`src/rtl/flash_seq_pkg.sv`:
```
package flash_seq_pkg;

   typedef enum logic [2:0] {
      OP_RESET = 3'd0,
      OP_ID    = 3'd1,
      OP_CFI   = 3'd2,
      OP_PROG  = 3'd3,
      OP_SECT  = 3'd4,
      OP_CHIP  = 3'd5
   } op_e;

   typedef enum logic [2:0] {
      K_CMD,   // command byte at scaled device address
      K_DATA,  // raw request data at target address
      K_TGT,   // command byte at target address
      K_READ,  // read at scaled query address
      K_POLL,  // enter toggle poll
      K_END    // sequence complete
   } kind_e;

   typedef enum logic [2:0] {
      S_IDLE,
      S_STEP,
      S_POLL,
      S_TORST,
      S_DONE
   } st_e;

   typedef struct packed {
      kind_e       kind;
      logic [11:0] fa;
      logic [7:0]  cb;
   } step_t;

   localparam int          FA_W      = 12;
   localparam logic [11:0] FA_UNLK0  = 12'h555;
   localparam logic [11:0] FA_UNLK1  = 12'h2AA;
   localparam logic [11:0] FA_QRY    = 12'h055;
   localparam logic [11:0] FA_ZERO   = 12'h000;

   localparam logic [7:0]  CB_UNLK0  = 8'hAA;
   localparam logic [7:0]  CB_UNLK1  = 8'h55;
   localparam logic [7:0]  CB_PROG   = 8'hA0;
   localparam logic [7:0]  CB_ERASE  = 8'h80;
   localparam logic [7:0]  CB_SECT   = 8'h30;
   localparam logic [7:0]  CB_CHIP   = 8'h10;
   localparam logic [7:0]  CB_IDENT  = 8'h90;
   localparam logic [7:0]  CB_QUERY  = 8'h98;
   localparam logic [7:0]  CB_RST    = 8'hF0;
   localparam logic [7:0]  CB_DQ6    = 8'h40;

   function automatic step_t mk(input kind_e k, input logic [11:0] fa, input logic [7:0] cb);
      step_t s;
      s.kind = k;
      s.fa   = fa;
      s.cb   = cb;
      return s;
   endfunction

endpackage

```
`src/rtl/flash_step_rom.sv`:
```
module flash_step_rom
   import flash_seq_pkg::*;
(
   input  logic [2:0] op,
   input  logic [2:0] idx,
   output step_t      step
);

   step_t unlk;

   // shared two-write unlock prefix (steps 0,1 and, for erases, 3,4)
   always_comb begin
      if (idx == 3'd0 || idx == 3'd3) unlk = mk(K_CMD, FA_UNLK0, CB_UNLK0);
      else                            unlk = mk(K_CMD, FA_UNLK1, CB_UNLK1);
   end

   always_comb begin
      step = mk(K_END, FA_ZERO, 8'h00);
      case (op)
         OP_RESET: begin
            if (idx == 3'd0) step = mk(K_CMD, FA_ZERO, CB_RST);
         end
         OP_CFI: begin
            case (idx)
               3'd0:    step = mk(K_CMD, FA_QRY, CB_QUERY);
               3'd1:    step = mk(K_READ, FA_ZERO, 8'h00);
               3'd2:    step = mk(K_CMD, FA_ZERO, CB_RST);
               default: step = mk(K_END, FA_ZERO, 8'h00);
            endcase
         end
         OP_ID: begin
            case (idx)
               3'd0, 3'd1: step = unlk;
               3'd2:       step = mk(K_CMD, FA_UNLK0, CB_IDENT);
               3'd3:       step = mk(K_READ, FA_ZERO, 8'h00);
               3'd4:       step = mk(K_CMD, FA_ZERO, CB_RST);
               default:    step = mk(K_END, FA_ZERO, 8'h00);
            endcase
         end
         OP_PROG: begin
            case (idx)
               3'd0, 3'd1: step = unlk;
               3'd2:       step = mk(K_CMD, FA_UNLK0, CB_PROG);
               3'd3:       step = mk(K_DATA, FA_ZERO, 8'h00);
               3'd4:       step = mk(K_POLL, FA_ZERO, 8'h00);
               default:    step = mk(K_END, FA_ZERO, 8'h00);
            endcase
         end
         OP_SECT, OP_CHIP: begin
            case (idx)
               3'd0, 3'd1, 3'd3, 3'd4: step = unlk;
               3'd2:    step = mk(K_CMD, FA_UNLK0, CB_ERASE);
               3'd5:    step = (op == OP_SECT) ? mk(K_TGT, FA_ZERO, CB_SECT)
                                               : mk(K_CMD, FA_UNLK0, CB_CHIP);
               3'd6:    step = mk(K_POLL, FA_ZERO, 8'h00);
               default: step = mk(K_END, FA_ZERO, 8'h00);
            endcase
         end
         default: step = mk(K_END, FA_ZERO, 8'h00);
      endcase
   end

endmodule

```
`src/rtl/flash_lane_fan.sv`:
```
module flash_lane_fan #(
   parameter int BANK_W    = 4,
   parameter int DEV_W     = 1,
   parameter int MAX_DEV_W = 2,
   parameter int REQ_AW    = 16
) (
   input  logic [7:0]                       cmd_byte,
   input  logic [11:0]                      cmd_fa,
   input  logic [REQ_AW-1:0]                req_addr,
   output logic [BANK_W*8-1:0]              cmd_word,
   output logic [BANK_W*8-1:0]              dq6_mask,
   output logic [REQ_AW+$clog2(BANK_W/DEV_W)+$clog2(MAX_DEV_W)-1:0] cmd_addr,
   output logic [REQ_AW+$clog2(BANK_W/DEV_W)+$clog2(MAX_DEV_W)-1:0] query_addr,
   output logic [REQ_AW+$clog2(BANK_W/DEV_W)+$clog2(MAX_DEV_W)-1:0] data_addr
);

   localparam int LANES   = BANK_W / DEV_W;
   localparam int LW      = DEV_W * 8;
   localparam int CMD_SH  = $clog2(LANES) + $clog2(MAX_DEV_W);
   localparam int DATA_SH = $clog2(BANK_W);
   localparam int BUS_AW  = REQ_AW + CMD_SH;

   for (genvar l = 0; l < LANES; l++) begin : g_lane
      assign cmd_word[l*LW +: LW] = LW'(cmd_byte);
      assign dq6_mask[l*LW +: LW] = LW'(8'h40);
   end

   assign cmd_addr   = BUS_AW'(cmd_fa) << CMD_SH;
   assign query_addr = BUS_AW'(req_addr) << CMD_SH;
   assign data_addr  = BUS_AW'(req_addr) << DATA_SH;

endmodule

```
`src/rtl/flash_toggle_cmp.sv`:
```
module flash_toggle_cmp #(
   parameter int DW         = 32,
   parameter int POLL_LIMIT = 1024
) (
   input  logic          clk,
   input  logic          rst_n,
   input  logic          clr,
   input  logic          sample,
   input  logic [DW-1:0] rdata,
   input  logic [DW-1:0] mask,
   output logic          finished,
   output logic          expired
);

   localparam int CW = $clog2(POLL_LIMIT + 1);

   logic [DW-1:0] prev_q;
   logic          have_q;
   logic [CW-1:0] miss_q;
   logic          same;

   assign same     = ((rdata ^ prev_q) & mask) == '0;
   assign finished = sample & have_q & same;
   assign expired  = sample & have_q & ~same & (miss_q == CW'(POLL_LIMIT - 1));

   always_ff @(posedge clk or negedge rst_n) begin
      if (!rst_n) begin
         prev_q <= '0;
         have_q <= 1'b0;
         miss_q <= '0;
      end else if (clr) begin
         have_q <= 1'b0;
         miss_q <= '0;
      end else if (sample) begin
         prev_q <= rdata;
         have_q <= 1'b1;
         if (have_q && !same) miss_q <= miss_q + 1'b1;
      end
   end

endmodule

```
`src/rtl/flash_ilv_seq.sv`:
```
module flash_ilv_seq
   import flash_seq_pkg::*;
#(
   parameter int BANK_W     = 4,
   parameter int DEV_W      = 1,
   parameter int MAX_DEV_W  = 2,
   parameter int REQ_AW     = 16,
   parameter int POLL_LIMIT = 1024
) (
   input  logic                clk,
   input  logic                rst_n,
   input  logic                req_valid,
   output logic                req_ready,
   input  logic [2:0]          req_op,
   input  logic [REQ_AW-1:0]   req_addr,
   input  logic [BANK_W*8-1:0] req_data,
   output logic                rsp_done,
   output logic                rsp_timeout,
   output logic [BANK_W*8-1:0] rsp_data,
   output logic [REQ_AW+$clog2(BANK_W/DEV_W)+$clog2(MAX_DEV_W)-1:0] bus_addr,
   output logic [BANK_W*8-1:0] bus_wdata,
   output logic                bus_we,
   output logic                bus_rd,
   input  logic [BANK_W*8-1:0] bus_rdata
);

   localparam int DW     = BANK_W * 8;
   localparam int CMD_SH = $clog2(BANK_W / DEV_W) + $clog2(MAX_DEV_W);
   localparam int BUS_AW = REQ_AW + CMD_SH;

   // elaboration-time configuration checks
   if ((BANK_W % DEV_W) != 0) begin : g_bad_ratio
      $error("BANK_W must be a multiple of DEV_W");
   end
   if (MAX_DEV_W < DEV_W) begin : g_bad_max
      $error("MAX_DEV_W must not be below DEV_W");
   end
   if ((BANK_W & (BANK_W - 1)) != 0 || (DEV_W & (DEV_W - 1)) != 0 ||
       (MAX_DEV_W & (MAX_DEV_W - 1)) != 0) begin : g_bad_pow2
      $error("widths must be powers of two");
   end
   if (REQ_AW < FA_W) begin : g_bad_aw
      $error("REQ_AW too narrow for command addresses");
   end
   if (POLL_LIMIT < 1) begin : g_bad_limit
      $error("POLL_LIMIT must be at least 1");
   end

   st_e                 state_q;
   logic [2:0]          op_q;
   logic [2:0]          idx_q;
   logic [REQ_AW-1:0]   addr_q;
   logic [DW-1:0]       data_q;
   logic [DW-1:0]       rd_q;
   logic                tmo_q;

   step_t               step;
   logic [7:0]          fan_byte;
   logic [DW-1:0]       cmd_word;
   logic [DW-1:0]       dq6_mask;
   logic [BUS_AW-1:0]   cmd_addr;
   logic [BUS_AW-1:0]   query_addr;
   logic [BUS_AW-1:0]   data_addr;
   logic                poll_clr;
   logic                poll_smp;
   logic                poll_fin;
   logic                poll_exp;

   flash_step_rom u_rom (
      .op   (op_q),
      .idx  (idx_q),
      .step (step)
   );

   assign fan_byte = (state_q == S_TORST) ? CB_RST : step.cb;

   flash_lane_fan #(
      .BANK_W    (BANK_W),
      .DEV_W     (DEV_W),
      .MAX_DEV_W (MAX_DEV_W),
      .REQ_AW    (REQ_AW)
   ) u_fan (
      .cmd_byte   (fan_byte),
      .cmd_fa     (step.fa),
      .req_addr   (addr_q),
      .cmd_word   (cmd_word),
      .dq6_mask   (dq6_mask),
      .cmd_addr   (cmd_addr),
      .query_addr (query_addr),
      .data_addr  (data_addr)
   );

   assign poll_clr = (state_q == S_STEP) && (step.kind == K_POLL);
   assign poll_smp = (state_q == S_POLL);

   flash_toggle_cmp #(
      .DW         (DW),
      .POLL_LIMIT (POLL_LIMIT)
   ) u_poll (
      .clk      (clk),
      .rst_n    (rst_n),
      .clr      (poll_clr),
      .sample   (poll_smp),
      .rdata    (bus_rdata),
      .mask     (dq6_mask),
      .finished (poll_fin),
      .expired  (poll_exp)
   );

   // bus drive
   always_comb begin
      bus_we    = 1'b0;
      bus_rd    = 1'b0;
      bus_addr  = '0;
      bus_wdata = '0;
      case (state_q)
         S_STEP: begin
            case (step.kind)
               K_CMD: begin
                  bus_we    = 1'b1;
                  bus_addr  = cmd_addr;
                  bus_wdata = cmd_word;
               end
               K_DATA: begin
                  bus_we    = 1'b1;
                  bus_addr  = data_addr;
                  bus_wdata = data_q;
               end
               K_TGT: begin
                  bus_we    = 1'b1;
                  bus_addr  = data_addr;
                  bus_wdata = cmd_word;
               end
               K_READ: begin
                  bus_rd    = 1'b1;
                  bus_addr  = query_addr;
               end
               default: ;
            endcase
         end
         S_POLL: begin
            bus_rd   = 1'b1;
            bus_addr = (op_q == OP_CHIP) ? '0 : data_addr;
         end
         S_TORST: begin
            bus_we    = 1'b1;
            bus_addr  = '0;
            bus_wdata = cmd_word;
         end
         default: ;
      endcase
   end

   // sequencing
   always_ff @(posedge clk or negedge rst_n) begin
      if (!rst_n) begin
         state_q <= S_IDLE;
         op_q    <= '0;
         idx_q   <= '0;
         addr_q  <= '0;
         data_q  <= '0;
         rd_q    <= '0;
         tmo_q   <= 1'b0;
      end else begin
         case (state_q)
            S_IDLE: begin
               if (req_valid) begin
                  op_q    <= req_op;
                  addr_q  <= req_addr;
                  data_q  <= req_data;
                  idx_q   <= '0;
                  tmo_q   <= 1'b0;
                  state_q <= S_STEP;
               end
            end
            S_STEP: begin
               case (step.kind)
                  K_POLL:  state_q <= S_POLL;
                  K_END:   state_q <= S_DONE;
                  K_READ: begin
                     rd_q  <= bus_rdata;
                     idx_q <= idx_q + 1'b1;
                  end
                  default: idx_q <= idx_q + 1'b1;
               endcase
            end
            S_POLL: begin
               if (poll_fin) begin
                  idx_q   <= idx_q + 1'b1;
                  state_q <= S_STEP;
               end else if (poll_exp) begin
                  state_q <= S_TORST;
               end
            end
            S_TORST: begin
               tmo_q   <= 1'b1;
               state_q <= S_DONE;
            end
            default: state_q <= S_IDLE;
         endcase
      end
   end

   assign req_ready   = (state_q == S_IDLE);
   assign rsp_done    = (state_q == S_DONE);
   assign rsp_timeout = tmo_q;
   assign rsp_data    = rd_q;

endmodule

```
`config.mk`:
```
export PLATFORM = sky130hd
export DESIGN_NAME = flash_ilv_seq
export DESIGN_NICKNAME = d
export VERILOG_FILES = /design/src/rtl/flash_seq_pkg.sv /design/src/rtl/flash_step_rom.sv /design/src/rtl/flash_lane_fan.sv /design/src/rtl/flash_toggle_cmp.sv /design/src/rtl/flash_ilv_seq.sv
export SDC_FILE = /design/constraint.sdc
export NUM_CORES = 1
export LEC_CHECK = 0
export ABC_AREA = 1
export CAP_MARGIN = 10
export CELL_PAD_IN_SITES_DETAIL_PLACEMENT = 1
export CELL_PAD_IN_SITES_GLOBAL_PLACEMENT = 1
export CORE_ASPECT_RATIO = 0.75
export CORE_MARGIN = 5
export CORE_UTILIZATION = 38
export CTS_CLUSTER_SIZE = 16
export DETAILED_ROUTE_END_ITERATION = 7
export DONT_BUFFER_PORTS = 1
export PLACE_DENSITY = 0.74
export RECOVER_POWER = 25
export SLEW_MARGIN = 20
export SYNTH_ARGS = -nofsm -noshare
export SYNTH_HDL_FRONTEND = slang
export SYNTH_SLANG_ARGS = --single-unit
export TNS_END_PERCENT = 50
```
`constraint.sdc`:
```
create_clock -name clk -period 2.4 [get_ports clk]
set_input_delay 0.12 -clock clk [delete_from_list [all_inputs] [get_ports clk]]
set_output_delay 0.12 -clock clk [all_outputs]
set_load 0.03 [all_outputs]
```
==> results of run 1 <==
[worst paths after layout]
check | start | end | slack, ns
min in group clk | req_valid | state_q[1] | 0.11
min | rst_n | rsp_data[18] | -0.57
max | idx_q[0] | bus_wdata[11] | -0.57
max reg2reg | idx_q[0] | idx_q[2] | -0.14
max in group asynchronous | rst_n | op_q[2] | 2.80
min reg2reg | data_q[10] | data_q[10] | 0.53
[power breakdown]
| part | internal [W] | switching (W) | leakage [nW] |
|---|---|---|---|
| registers | 0.00254 | 0.00138 | 1.27 |
| logic | 0.00451 | 0.00729 | 3.07 |
| clock network | 0.000842 | 0.000841 | 0.156 |
[through the flow]
step / area, sq um / std cells / TNS, ns / total power [W] / setup WS (ns)
final: 9170 / 1226 / -22.85 / 0.0174 / -0.574
after global routing: 9170 / 1226 / -27.02 / 0.0179 / -0.626
after global placement: 6730 / 1083 / -0.682 / 0.0106 / -0.0815
after floorplan: 5820 / 824 / -0.00485 / 0.00803 / -0.000485
after detailed placement: 6730 / 1083 / -3.02 / 0.0109 / -0.146
after CTS: 8650 / 1210 / -11.63 / 0.0148 / -0.300
[kinds of logic (layout without fill, tap and decap cells)]
group | Yosys count | in the layout | synth area share
AO/OA/AOI/OAI | 83 | 83 | 0.0773
XOR/XNOR | 5 | 5 | 0.00753
adder cells (fa/ha/maj) | 6 | 6 | 0.0129
buffers and inverters | 95 | 290 | 0.0698
flip-flops | 106 | 106 | 0.456
other | 1 | 4 | 0.000645
AND/OR/NAND/NOR | 527 | 527 | 0.375
[timing repair]
item | CTS | global route
gates cloned | 3 | 1
setup endpoints to repair | 50 | 65
hold endpoints to repair | 193 | 106
gates resized for setup | 124 | 102
buffers inserted | 25 | 13
pin swaps | 28 | 29
[cells in the final DEF (no fill, tap or decap), types with 12 or more instances in the layout]
master and count:
inv_2 14, buf_6 39, nand2_2 32, nand3_2 18, buf_4 65, a21oi_1 23
dfrtp_1 104, o21ai_0 17, a21oi_2 19, inv_1 42, nor2_1 29, nor2_4 12
dlygate4sd3_1 83, nand3_1 37, nand2_1 360, nand2_4 16, buf_12 19
[worst max-delay path: cells and delay by family, from the launching register on]
kind / cells / cell delay [ns]
buf+inv: 7 / 0.99
fa+ha+maj: 1 / 0.18
compound gates: 1 / 0.24
flops: 1 / 0.44
simple gates: 7 / 0.63
[metal layers]
metal  vias up  routed length [microns]  share of wire
met2       482                    16600           0.50
met3       159                     2560          0.078
met5         -                        0              0
met1      3652                    11800           0.36
met4         0                     1990          0.060
li1       2957                        -              -
[flip-flops by register name (all words and copies together) (netlist names), 3 cells and up]
register,flops
rsp_data,32
idx_q,3
u_poll.prev_q,4
data_q,32
u_poll.miss_q,11
state_q,3
op_q,3
addr_q,16
[layout make-up]
cell class | count | area (sq um) | share of cell area
timing repair buffer | 210 | 2240 | 0.244
multi-input combinational | 623 | 3430 | 0.374
clock buffer | 9 | 225 | 0.0246
tap | 205 | 256 | 0.0280
sequential | 106 | 2660 | 0.289
antenna | 2 | 5.00 | 0.000546
clock inverter | 7 | 92.6 | 0.0101
inverter | 64 | 267 | 0.0291
==> flow_summary.yaml, run 1 <==
finish:
  final.fill_count: 1782
  fin_util: 0.606
  drive_above_1_share: 0.291
  fin_nets: 1106
  area_delta_synth_final_pct: 57.8
clock_network:
  cts_hold_buffers: 83
  cts_tree: "done"
  cts_buffers: 9
  htreeDepth: 3
  cts.clk_slew.worst_paths_ns: 0.09
  cts_buffer_depth: 2
  clockRootBuffer: "clkbuf_16"
  clk_latency_ns: 0.38
  cts_sinks: 106
timing:
  fin_worst_skew_ns: 0.0140
  grt_setup_unrepaired: "true"
  slew_headroom: 0.505
  worstMarginPinSlew_ns: 0.735
  period_share: 1.24
  slew_viol_final: 0
  setup_viol: 64
  fin_ws_ns: -0.574
  fmax_mhz: 336
  period_minus_slack_ns: 2.97
  hold_viol: 106
  worst_hold_slack_ns: -0.574
floorplanning:
  coreArea_sq_um: 15100
  start_util: 0.384
  die_h_microns: 117
  dieArea_sq_um: 17900
  die_x_microns: 153
  fp-row-count: 39
  ioPinCount: 174
worst_setup_path:
  crit_type: "reg2out"
  reg2reg_depth: 19
  crit_slowest_cell: "dfrtp_1"
  start_kind: "flip-flop"
  worstPathArrival_ns: 2.85
  cp.required_ns: 2.28
  cp-end-kind: "output pin"
  slowest_delay_ns: 0.44
  worstPathCellList: "buf_6, ha_4, inv_4, nor2_4, inv_2, nor2_1, nor2_1, nand2_2, inv_2, nand2_4, nor2_4, buf_12, bufbuf_16, nand2_1, a21oi_2, buf_6"
  path_max_fanout: 5
global_route:
  grt_pass1_wl_microns: 41300
  track_usage: 0.295
  overflow: 0
  antenna_found_initial: 2
  use_met2: 0.528
  grt_max_degree: 107
  grtUsageMet3: 0.0636
  top_usage_layer: "met2"
  grt_pass1_vias: 7481
  met1_usage: 0.345
drt:
  drc: 0
  num_vias: 7250
  wl_microns: 32900
  drt-initial-drc-count: 675
  ant_nets: 0
  post_drt_via_cell_ratio: 5.91
  dr.pass1.iters: 7
  wl_per_cell_microns: 26.9
synthesis:
  yosys-top-cells-count: "nand2_1 (402), dfrtp_1 (106), nand3_1 (56), inv_1 (54), a21oi_1 (50)"
  ys_async_sr_fraction: 1.00
  synthCells: 823
  synth_area_leaders: "dfrtp_1 (46%), nand2_1 (26%), nand3_1 (4.8%)"
  ys_types: 35
  avgSynthCellArea_sq_um: 7.06
  synth_top_area_frac: 0.456
  ys_ff_latch: 106
  synth-warning-count: 0
  syn_area_sq_um: 5810
  synth_largest_area_cell: "dfrtp_1"
  synth-seq-area-share: 0.456
  synth_ff_type: "dfrtp_1"
  yosysMostFrequentCell: "nand2_1"
  synth_edf_count: 0
worst_hold_path:
  hold_class: "in2async"
run_status:
  violations: "hold timing, setup timing"
  status: "finished with violations"
placed_design:
  place_congestion: 0.888
  place.detailed.hpwl_microns: 15200
  port_buffers: 0
run:
  drv_cap: 0
power:
  power_leakage_nw: 4.50
  power_density_nw_per_um2: 1900
  irDropWorstVdd_v: 0.00108
(Power assumes the default switching activity.)
==> run 2: changes to the inputs <==
REMOVE_ABC_BUFFERS = 1   (was default)
==> run 2 against run 1 <==
Compared with the run above: the run still ends with hold timing, setup timing left; non-clock buffer count fell by 8; clock skew is 0.0074 ns higher; hold slack got worse by 0.012 ns; register-to-register slack worse by 0.22 ns; global-route usage shrank 1.9 points; setup slack better by 0.011 ns; critical endpoint is now bus_wdata[31].
==> flow_summary.yaml, run 2 (synthesis results as in run 1) <==
run_status:
  status: "finished with violations"
  violations: "hold timing, setup timing"
timing:
  worstMarginPinSlew_ns: 0.600
  grt_setup_unrepaired: "true"
  slew_headroom: 0.600
  fmax_mhz: 338
  worst_hold_slack_ns: -0.586
  setup_viol: 96
  fin_ws_ns: -0.563
  slew_viol_final: 0
  fin_worst_skew_ns: 0.0215
  period_minus_slack_ns: 2.96
  hold_viol: 106
  period_share: 1.23
floorplanning:
  dieArea_sq_um: 17900
  fp-row-count: 39
  die_h_microns: 117
  ioPinCount: 174
  die_x_microns: 153
  start_util: 0.384
  coreArea_sq_um: 15100
finish:
  fin_nets: 1099
  final.fill_count: 1791
  mostFrequentLayoutCell: "nand2_1"
  seq_area_sq_um: 2660
  fin_util: 0.592
  drive_above_1_share: 0.281
  mostFrequentLayoutCells: "nand2_1 (357), dfrtp_1 (102), dlygate4sd3_1 (83), buf_4 (67), inv_1 (44)"
  area_delta_synth_final_pct: 54.2
  multi_input_area_sq_um: 3340
  final_area_sq_um: 8960
  post_layout_nonfiller_instances: 1223
placed_design:
  place.detailed.hpwl_microns: 14000
  place_inst: 1081
  port_buffers: 0
  dpl_cell_area_sq_um: 6740
  place_congestion: 0.974
worst_setup_path:
  start_kind: "flip-flop"
  worstPathCellList: "inv_4, ha_4, inv_4, nand2_4, nand2_4, nand2_4, nand2_2, nand2_2, nand3_4, nand2_4, nor2_4, buf_12, a21oi_1, a21oi_2, buf_6"
  cp.required_ns: 2.28
  path_common_cell: "nand2_4"
  worstPathArrival_ns: 2.84
  slowest_delay_ns: 0.52
  cp-end-kind: "output pin"
  crit_slowest_cell: "dfrtp_2"
  path_max_fanout: 16
  crit_type: "reg2out"
clock_network:
  cts_buffer_depth: 2
  cts_tree: "done"
  clk_latency_ns: 0.39
  htreeDepth: 3
  clockRootBuffer: "clkbuf_16"
  cts_buffers: 9
  cts_hold_buffers: 83
  cts_sinks: 106
  cts.clk_slew.worst_paths_ns: 0.10
drt:
  wl_microns: 34300
  ant_nets: 0
  wl_per_cell_microns: 28.1
  drt-initial-drc-count: 861
  dr.pass1.iters: 5
  drc: 0
  post_drt_via_cell_ratio: 6.01
  num_vias: 7350
power:
  power_density_nw_per_um2: 1860
  power_leakage_nw: 4.45
  irDropWorstVdd_v: 0.000874
global_route:
  grt_max_degree: 107
  overflow: 0
  grt_pass1_wl_microns: 39100
  track_usage: 0.276
  grt_pass1_vias: 7160
  antenna_found_initial: 4
run:
  drv_cap: 0
worst_hold_path:
  hold_class: "in2async"
run 2: cell count changes in the layout (fill, tap and decap cells not counted), moves of 3 or more:
cell	before	now
a21oi_1	23	27
a21oi_2	19	14
a31oi_1	0	4
buf_6	39	29
diode_2	2	6
nand2_1	360	357
nand2_2	32	37
nor2_2	3	8
nor2_4	12	8
run 2: layer usage:
metal / global-route usage / up-vias / routed length (microns)
met2: 0.494 / 602 / 16300
met3: 0.0625 / 205 / 3270
met5: 0 / - / 0
met4: 0.0914 / 0 / 2570
li1: - / 2942 / -
met1: 0.335 / 3601 / 12200
run 2: path summary, 6_finish.rpt:
check	end	slack, ns	start	depth (start not counted)
worst min-delay path	rsp_data[9]	-0.59	rst_n	0
min in group clk	state_q[0]	0.19	req_valid	2
worst max-delay path	bus_wdata[31]	-0.56	idx_q[1]	15
max in group asynchronous	op_q[2]	2.81	rst_n	0
worst min register to register	data_q[0]	0.53	data_q[0]	2
worst max register to register	idx_q[0]	-0.36	idx_q[1]	16
run 2: cell type report:
class / count / area share
antenna: 6 / 0.00168
clock buffer: 10 / 0.0267
clock inverter: 6 / 0.00768
inverter: 64 / 0.0299
multi-input combinational: 623 / 0.372
sequential: 106 / 0.297
tap: 205 / 0.0286
timing repair buffer: 202 / 0.236
timing repair inverter: 1 / 0.000977
run 2: repair_timing:
| item | CTS | global route |
|---|---|---|
| gates cloned | 3 | 0 |
| buffers inserted | 27 | 11 |
| resized for setup | 117 | 95 |
| pin swaps | 39 | 32 |
| hold endpoints to repair | 193 | 106 |
| setup endpoints to repair | 50 | 96 |
run 2: power by group:
part	total, W	switching (W)	internal (W)	leakage [nW]
logic	0.0110	0.00713	0.00389	3.03
clock network	0.00166	0.000894	0.000771	0.147
registers	0.00396	0.00142	0.00254	1.27
run 2: metrics by stage:
step	setup TNS, ns	setup WS (ns)	power, W
final	-26.35	-0.563	0.0166
after floorplan	-22.18	-0.404	0.00782
after global placement	-0.0684	-0.0446	0.0106
after CTS	-10.56	-0.262	0.0140
after global routing	-31.13	-0.587	0.0171
after detailed placement	-0.900	-0.117	0.0108
run 2: worst max-delay path: cells and delay by family, from the launching register on:
family	cells	cell delay, ns
AOI/OAI and AO/OA	2	0.36
adders and majority gates	1	0.19
buffers and inverters	4	0.52
DFF	1	0.52
and+or+nand+nor	8	0.85
==> run 3: changes to the inputs <==
ABC_AREA = default   (was 1)
PLACE_DENSITY = default   (was 0.74)
PLACE_DENSITY_LB_ADDON = 0.1   (was default)
==> run 3 against run 2 <==
Compared with the run above: the flow still finishes with violations (hold timing, setup timing); clock skew up 0.0014 ns; fmax down 10%; via count down 29%; sequential power down 17%; non-clock buffer count up 43; die area down 3.9%; sequential share of layout area down 1.4 points; critical path depth down 1; global-route usage down 3.2 points; hold slack better by 0.018 ns; power down 9.2%; combinational power down 6%.
==> flow_summary.yaml, run 3 <==
synthesis:
  synth_top_area_frac: 0.476
  ys_ff_latch: 106
  synth_ff_type: "dfrtp_1"
  synth-warning-count: 0
  ys_async_sr_fraction: 1.00
  synth-seq-area-share: 0.476
  ys_types: 67
  avgSynthCellArea_sq_um: 11.5
  yosysMostFrequentCell: "dfrtp_1"
  yosys-top-cells-count: "dfrtp_1 (106), mux2_2 (76), nand2_1 (37), a21oi_1 (32), nor2_1 (24)"
  syn_area_sq_um: 5570
  synth_area_leaders: "dfrtp_1 (48%), mux2_2 (15%), a21oi_1 (2.9%)"
  synth_edf_count: 0
  synth_largest_area_cell: "dfrtp_1"
  synthCells: 486
drt:
  wl_microns: 26300
  ant_nets: 0
  drt-initial-drc-count: 394
  num_vias: 5197
  wl_per_cell_microns: 28.6
  dr.pass1.iters: 4
  post_drt_via_cell_ratio: 5.66
  drc: 0
global_route:
  grt_max_degree: 107
  overflow: 0
  grt_pass1_wl_microns: 32200
  track_usage: 0.244
  grt_pass1_vias: 5476
  antenna_found_initial: 0
clock_network:
  cts_sinks: 106
  cts_buffer_depth: 2
  clk_latency_ns: 0.37
  cts.clk_slew.worst_paths_ns: 0.09
  htreeDepth: 3
  cts_hold_buffers: 83
  clockRootBuffer: "clkbuf_16"
  cts_buffers: 9
  cts_tree: "done"
finish:
  post_layout_nonfiller_instances: 918
  mostFrequentLayoutCell: "dfrtp_1"
  drive_above_1_share: 0.538
  final_area_sq_um: 9400
  mostFrequentLayoutCells: "dfrtp_1 (103), dlygate4sd3_1 (83), buf_4 (82), mux2_2 (57), buf_6 (55)"
  diodes: 0
  fin_nets: 805
  area_delta_synth_final_pct: 68.8
  multi_input_area_sq_um: 3550
  final.fill_count: 1365
  seq_area_sq_um: 2660
timing:
  hold_viol: 106
  grt_setup_unrepaired: "true"
  period_minus_slack_ns: 3.31
  slew_viol_final: 0
  fin_worst_skew_ns: 0.0229
  slew_headroom: 0.567
  fin_ws_ns: -0.909
  period_share: 1.38
  worst_hold_slack_ns: -0.568
  finalSetupTns_ns: -58.18
  setup_viol: 101
  fmax_mhz: 302
  worstMarginPinSlew_ns: 0.648
worst_setup_path:
  r2r_start: "idx_q[1]"
  path_max_fanout: 6
  crit_start: "idx_q[1]"
  reg2reg_depth: 13
  start_kind: "flip-flop"
  crit_type: "reg2out"
  r2r_end: "rsp_data[29]"
  ff2ff_setup_slack_ns: -0.52
  worstPathArrival_ns: 3.19
  cp.required_ns: 2.28
  cp-end-kind: "output pin"
placed_design:
  place_ws_ns: -0.430
  dpl_cell_area_sq_um: 6750
  place_congestion: 0.857
  place_inst: 776
  port_buffers: 0
  place.detailed.hpwl_microns: 12000
floorplanning:
  die_h_microns: 115
  start_util: 0.387
  coreArea_sq_um: 14400
  fp-row-count: 38
  dieArea_sq_um: 17200
  ioPinCount: 174
  die_x_microns: 150
run_status:
  violations: "hold timing, setup timing"
  status: "finished with violations"
power:
  irDropWorstVdd_v: 0.000942
  power_density_nw_per_um2: 1610
  power_leakage_nw: 4.15
worst_hold_path:
  hold_class: "in2async"
run:
  drv_cap: 0
run 3: routing by layer:
layer  vias to the layer above  wire [microns]  track usage
li1                       2217               -            -
met1                      2686           10400        0.295
met5                         -               0            0
met2                       235           13600        0.434
met3                        59            1580       0.0690
met4                         0             752       0.0567
run 3: critical path, cell delays in order (launching register included):
cell and delay [ns]:
dfrtp_2 0.47, inv_4 0.06, ha_4 0.16, buf_6 0.13, buf_6 0.12, a21o_1 0.15
a31oi_1 0.21, buf_4 0.18, a22oi_4 0.12, nor4_2 0.36, buf_4 0.27, buf_12 0.16
nand2_2 0.06, a21oi_2 0.19, buf_6 0.16
run 3: kinds of logic after synthesis:
kind of cell / after synthesis / synth area share
multiplexers: 90 / 0.182
other: 1 / 0.000673
AO/OA/AOI/OAI: 111 / 0.153
adder cells (fa/ha/maj): 6 / 0.0135
AND/OR/NAND/NOR: 116 / 0.110
XOR/XNOR: 17 / 0.0281
flip-flops: 106 / 0.476
buffers and inverters: 39 / 0.0368
run 3: where the power goes:
part | internal, W | switching (W) | leakage, nW | total (W)
combinational | 0.00485 | 0.00542 | 2.67 | 0.0103
clock | 0.000735 | 0.000816 | 0.146 | 0.00155
sequential | 0.00240 | 0.000882 | 1.33 | 0.00328
total | 0.00798 | 0.00712 | 4.15 | 0.0151
run 3: how the worst max path moves through the flow:
| stage | slack [ns] | to | depth (start not counted) |
|---|---|---|---|
| global placement | -0.35 | bus_addr[9] | 9 |
| floorplan | -1.50 | bus_wdata[0] | 8 |
| finish | -0.91 | bus_wdata[10] | 14 |
| CTS | -0.66 | bus_addr[11] | 11 |
| global route | -0.95 | bus_wdata[10] | 14 |
| detailed placement | -0.43 | bus_addr[11] | 12 |
run 3: through the flow:
step | total power [W] | util
floorplan | 0.00680 | -
global placement | 0.00967 | 0.469
detailed placement | 0.00981 | 0.469
CTS | 0.0132 | 0.610
global route | 0.0156 | 0.653
finish | 0.0151 | 0.653
run 3: cell type report:
class                           instances  area share
Tap cell                              200      0.0266
Multi-Input combinational cell        342       0.378
Clock inverter                          7     0.00772
Timing Repair Buffer                  245       0.277
Clock buffer                            9      0.0240
Sequential cell                       106       0.283
Inverter                                9     0.00453
run 3: timing repair:
action	in CTS	in global routing
hold endpoints to repair	193	106
cloned	7	2
buffers inserted	15	23
resized for setup	156	98
endpoints found under the setup margin	100	101
pin swaps	69	28
